==> src/rtl/ctl_byte_decoder_pkg.sv <==
package ctl_byte_decoder_pkg;
  localparam int unsigned CMD_W    = 8;
  localparam logic [CMD_W-1:0] CMD_OFFSET = 8'hA9;
  localparam logic [CMD_W-1:0] STATUS_CODE = 8'h01;
  localparam int unsigned N_CFG    = 6;
  localparam logic [CMD_W-1:0] CFG_CODES [N_CFG] = '{8'h10, 8'h12, 8'h13, 8'h24, 8'h26, 8'h27};

  localparam int unsigned PWR_W = 2;
  localparam int unsigned SEL_W = 3;
  localparam int unsigned PWR_LO = 4;
  localparam int unsigned FSEL_LO = 0;
  localparam int unsigned RSEL_HI_A = 7;
  localparam int unsigned RSEL_HI_B = 6;
  localparam int unsigned RSEL_LO_C = 3;

  typedef enum logic [1:0] {
    K_NONE   = 2'd0,
    K_STATUS = 2'd1,
    K_CONFIG = 2'd2,
    K_BAD    = 2'd3
  } cmd_kind_e;

  typedef struct packed {
    logic [PWR_W-1:0] pwr;
    logic [SEL_W-1:0] fsel;
    logic [SEL_W-1:0] rsel;
  } ctl_fields_t;
endpackage

==> src/rtl/ctl_byte_classify.sv <==
module ctl_byte_classify
  import ctl_byte_decoder_pkg::*;
#(
  parameter logic [CMD_W-1:0] OFFSET = CMD_OFFSET
) (
  input  logic             valid,
  input  logic [CMD_W-1:0] byte_in,
  output logic [CMD_W-1:0] diff,
  output cmd_kind_e        kind
);
  logic [N_CFG-1:0] cfg_hit;

  assign diff = byte_in - OFFSET;

  for (genvar g = 0; g < N_CFG; g++) begin : g_cfg_cmp
    assign cfg_hit[g] = (diff == CFG_CODES[g]);
  end

  always_comb begin
    if (!valid)                   kind = K_NONE;
    else if (diff == STATUS_CODE) kind = K_STATUS;
    else if (|cfg_hit)            kind = K_CONFIG;
    else                          kind = K_BAD;
  end
endmodule

==> src/rtl/ctl_field_split.sv <==
module ctl_field_split
  import ctl_byte_decoder_pkg::*;
(
  input  logic [CMD_W-1:0] diff,
  output ctl_fields_t      fields
);
  always_comb begin
    fields.pwr  = diff[PWR_LO +: PWR_W];
    fields.fsel = diff[FSEL_LO +: SEL_W];
    fields.rsel = {diff[RSEL_HI_A], diff[RSEL_HI_B], diff[RSEL_LO_C]};
  end
endmodule

==> src/rtl/ctl_state_regs.sv <==
module ctl_state_regs
  import ctl_byte_decoder_pkg::*;
(
  input  logic        clk,
  input  logic        rst,
  input  cmd_kind_e   kind,
  input  ctl_fields_t next_fields,
  output ctl_fields_t cur_fields,
  output logic        status_pulse,
  output logic        err_pulse
);
  always_ff @(posedge clk) begin
    if (rst) begin
      cur_fields   <= '0;
      status_pulse <= 1'b0;
      err_pulse    <= 1'b0;
    end else begin
      status_pulse <= 1'b0;
      err_pulse    <= 1'b0;
      case (kind)
        K_STATUS: status_pulse <= 1'b1;
        K_CONFIG: cur_fields   <= next_fields;
        K_BAD:    err_pulse    <= 1'b1;
        default:  ;
      endcase
    end
  end
endmodule

==> src/rtl/ctl_byte_decoder.sv <==
module ctl_byte_decoder
  import ctl_byte_decoder_pkg::*;
#(
  parameter logic [CMD_W-1:0] OFFSET = CMD_OFFSET
) (
  input  logic             clk,
  input  logic             rst,
  input  logic             cmd_valid,
  input  logic [CMD_W-1:0] cmd_byte,
  output logic [PWR_W-1:0] pll_pwr,
  output logic [SEL_W-1:0] fsel,
  output logic [SEL_W-1:0] rsel,
  output logic             status_req,
  output logic             cmd_err
);
  logic [CMD_W-1:0] diff;
  cmd_kind_e        kind;
  ctl_fields_t      next_fields;
  ctl_fields_t      cur_fields;

  ctl_byte_classify #(.OFFSET(OFFSET)) u_classify (
    .valid   (cmd_valid),
    .byte_in (cmd_byte),
    .diff    (diff),
    .kind    (kind)
  );

  ctl_field_split u_split (
    .diff   (diff),
    .fields (next_fields)
  );

  ctl_state_regs u_regs (
    .clk          (clk),
    .rst          (rst),
    .kind         (kind),
    .next_fields  (next_fields),
    .cur_fields   (cur_fields),
    .status_pulse (status_req),
    .err_pulse    (cmd_err)
  );

  assign pll_pwr = cur_fields.pwr;
  assign fsel    = cur_fields.fsel;
  assign rsel    = cur_fields.rsel;
endmodule

==> config.mk <==
export PLATFORM = sky130hd
export DESIGN_NAME = ctl_byte_decoder
export DESIGN_NICKNAME = d
export VERILOG_FILES = /design/src/rtl/ctl_byte_decoder_pkg.sv /design/src/rtl/ctl_byte_classify.sv /design/src/rtl/ctl_field_split.sv /design/src/rtl/ctl_state_regs.sv /design/src/rtl/ctl_byte_decoder.sv
export SDC_FILE = /design/constraint.sdc
export NUM_CORES = 1
export LEC_CHECK = 0
export BUFFER_PORTS_ARGS = -buffer_cell sky130_fd_sc_hd__buf_2
export CORE_MARGIN = 4
export CORE_UTILIZATION = 48
export DETAILED_ROUTE_END_ITERATION = 10
export PLACE_DENSITY = 0.73
export SYNTH_ARGS = -nofsm -noshare
export SYNTH_HDL_FRONTEND = slang
export SYNTH_SLANG_ARGS = --single-unit
==> constraint.sdc <==
create_clock -name clk -period 2.2 [get_ports clk]
set_input_delay 0.22 -clock clk [delete_from_list [all_inputs] [get_ports clk]]
set_output_delay 0.22 -clock clk [all_outputs]
set_load 0.01 [all_outputs]
==> run summary <==
Top Ports = 21
clock tree buffer depth = 2
RR Startpoint = u_regs.cur_fields[4]
Yosys top cell by area = dfxtp_1
post-synth top area share = 0.301
count of different cell masters after synthesis = 34
Logic pwr share = 0.226
Avg Vias per Cell = 5.58
asr flop ratio synth = 0
Nets = 116
Initial Util = 0.511
Mean Syn Cell Area = 8.74 um2
Setup TNS = 0 ns
Synth area leaders = dfxtp_1, ha_1, a21oi_1
initial antenna violation count = 0
wire length of the first global-routing pass = 2280 um
post-layout minimum cycle time = 1.86 ns
TritonCTS clock tree = done
chip height = 45.2 um
Total Routing Usage GR = 0.150
root buf cell = clkbuf_4
number of port buffers = 20
unrepaired setup endpoints after global routing = no
n_diodes = 0
later-pin clock latency in the skew report = 0.25 ns
WL/cell = 12.2 um
Final setup violation count = 0
ratio of cells with drive above 1 in the final layout = 0.306
ANT nets after route = 0
setup slack, reg-to-reg = 1.51 ns
Site Rows = 13
Resize count post-CTS = 0
register clock-pin slew on the reported worst setup and hold paths = 0.06 ns
Seq pwr share = 0.476
cell count after synthesis = 76
Switching Fraction = 0.272
CP max FO = 5
vias in the first global route = 555
Final Hold Fails = 0
Die Wd = 45.2 um
Clk pwr share = 0.298
FF+latch count, synth = 10
Via Count = 631
Post-CTS Setup Bufs = 0
Critical Path AT = 1.99 ns
core box area = 1300 um2
Max Slew Vio Count = 0
status = completed
Psw = 106 uW
Worst Hold End = u_regs.err_pulse
Min-Delay Path Class = in2reg
Hold Startpoint = cmd_valid
prevailing post-synth register cell = dfxtp_1
largest net degree at the start of global routing = 13
Slew @ Worst Pin = 0.607 ns
Synth Cell Area = 664 um2
gpl congestion = 0.758
max-cap violation count = 0
Post-synth EDFFs = 0
period utilisation layout = 0.844
htree depth = 1
placed insts = 110
DRT Wirelength = 1370 um
Worst Reg-to-Reg Cells = 2
LEAKAGE = 0.361 nW
Max Clock Skew = 0 ns
most numerous cell in the Yosys netlist = dfxtp_1
HPWL after DPL = 1130 um
Hold WS = 0.232 ns
hold depth = 3
Int Pwr = 284 uW
slew margin rel. = 0.589
Layout Cells excl Fill = 113
Synth warnings = 0
Post-CTS Hold Buffers = 0
startpoint types = input pin
DIE AREA = 2040 um2
Num CTS Buffers = 3
Pwr Total = 390 uW
Worst Setup End Kind = flip-flop
sequential fraction of the synthesis area = 0.301
Cell Area, Placed = 783 um2
residual DRC count = 0
Critical Path RT = 2.33 ns
Setup CP Type = in2reg
DRT Pass-1 Iters = 4
clk sinks = 10
1st-iter DRT viols = 10
syn_nets = 92
finished layout cell area = 806 um2
pwr dens = 484 nW/um2
fmax = 539 MHz
gr ovfl total = 0
commonest cells in the netlist = dfxtp_1, a21oi_1, ha_1
Syn-to-layout area delta = 21.3%
peak supply drop = 357 uV
end of the worst register-to-register path = u_regs.cur_fields[4]
[cell usage in the layout, fill, tap and decap left out, types with 2 or more instances in the layout]
cell,n
inv_1,4
a211oi_1,3
nor3b_1,4
nor3_1,2
a21oi_1,7
or3_1,2
clkbuf_4,3
nor2_1,4
o211ai_1,2
dfxtp_1,10
buf_4,3
ha_1,5
nand2b_1,2
o21ai_0,4
nand4_1,2
nand3_1,4
buf_2,20
[stage by stage]
stage / setup slack (ns) / utilization
final: 0.344 / 0.619
after global placement: 0.112 / 0.602
after CTS: 0.352 / 0.619
after global routing: 0.273 / 0.619
after floorplan: 0.239 / -
after detailed placement: 0.0866 / 0.602
[worst max path at each step]
stage | cells past startpoint | to | start
5_1_grt | 7 | u_regs.cur_fields[4] | cmd_byte[1]
6_report | 7 | u_regs.cur_fields[4] | cmd_byte[1]
3_3_place_gp | 7 | u_regs.cur_fields[3] | cmd_byte[1]
2_1_floorplan | 7 | u_regs.cur_fields[3] | cmd_byte[2]
3_5_place_dp | 7 | u_regs.cur_fields[4] | cmd_byte[1]
4_1_cts | 7 | u_regs.cur_fields[4] | cmd_byte[1]
[cells by family after synthesis]
group           Yosys count  synth area share
fa+ha+maj                 5            0.0942
simple gates             27             0.262
compound gates           25             0.273
xor+xnor                  1            0.0132
flops                    10             0.301
buf+inv                   8            0.0565
[power by group through the flow]
| stage | Clock [mW] | Combinational [mW] | Sequential (mW) |
|---|---|---|---|
| 2_1_floorplan | 0 | 0.0587 | 0.191 |
| 3_3_place_gp | 0 | 0.0867 | 0.189 |
| 3_5_place_dp | 0 | 0.0879 | 0.189 |
| 4_1_cts | 0.123 | 0.0880 | 0.185 |
| 5_1_grt | 0.132 | 0.0994 | 0.186 |
| 6_report | 0.116 | 0.0881 | 0.186 |
[metal layers]
layer	up-vias	track usage	part of all wire
met4	0	0.0175	0
met2	14	0.226	0.45
met1	287	0.200	0.48
met3	0	0.0717	0.070
li1	330	-	-
met5	-	0	0
[cell type report]
| type | count | area (um2) |
|---|---|---|
| inverter | 4 | 15.0 |
| timing repair buffer | 23 | 123 |
| multi-input combinational | 58 | 427 |
| sequential | 10 | 200 |
| tap | 15 | 18.8 |
| clock buffer | 3 | 22.5 |
| fill | 128 | 495 |
[sequential cells by signal, indices dropped and copies added (netlist names)]
signal	flops
u_regs.cur_fields	8
u_regs.status_pulse	1
u_regs.err_pulse	1
[worst max-delay path, stage by stage]
cell and delay (ns):
buf_2 0.10, o31a_1 0.32, or3_1 0.31, a2111o_1 0.47
and2_4 0.20, nor3_4 0.24, a211oi_1 0.12
Power figures use the tool's default switching activity.
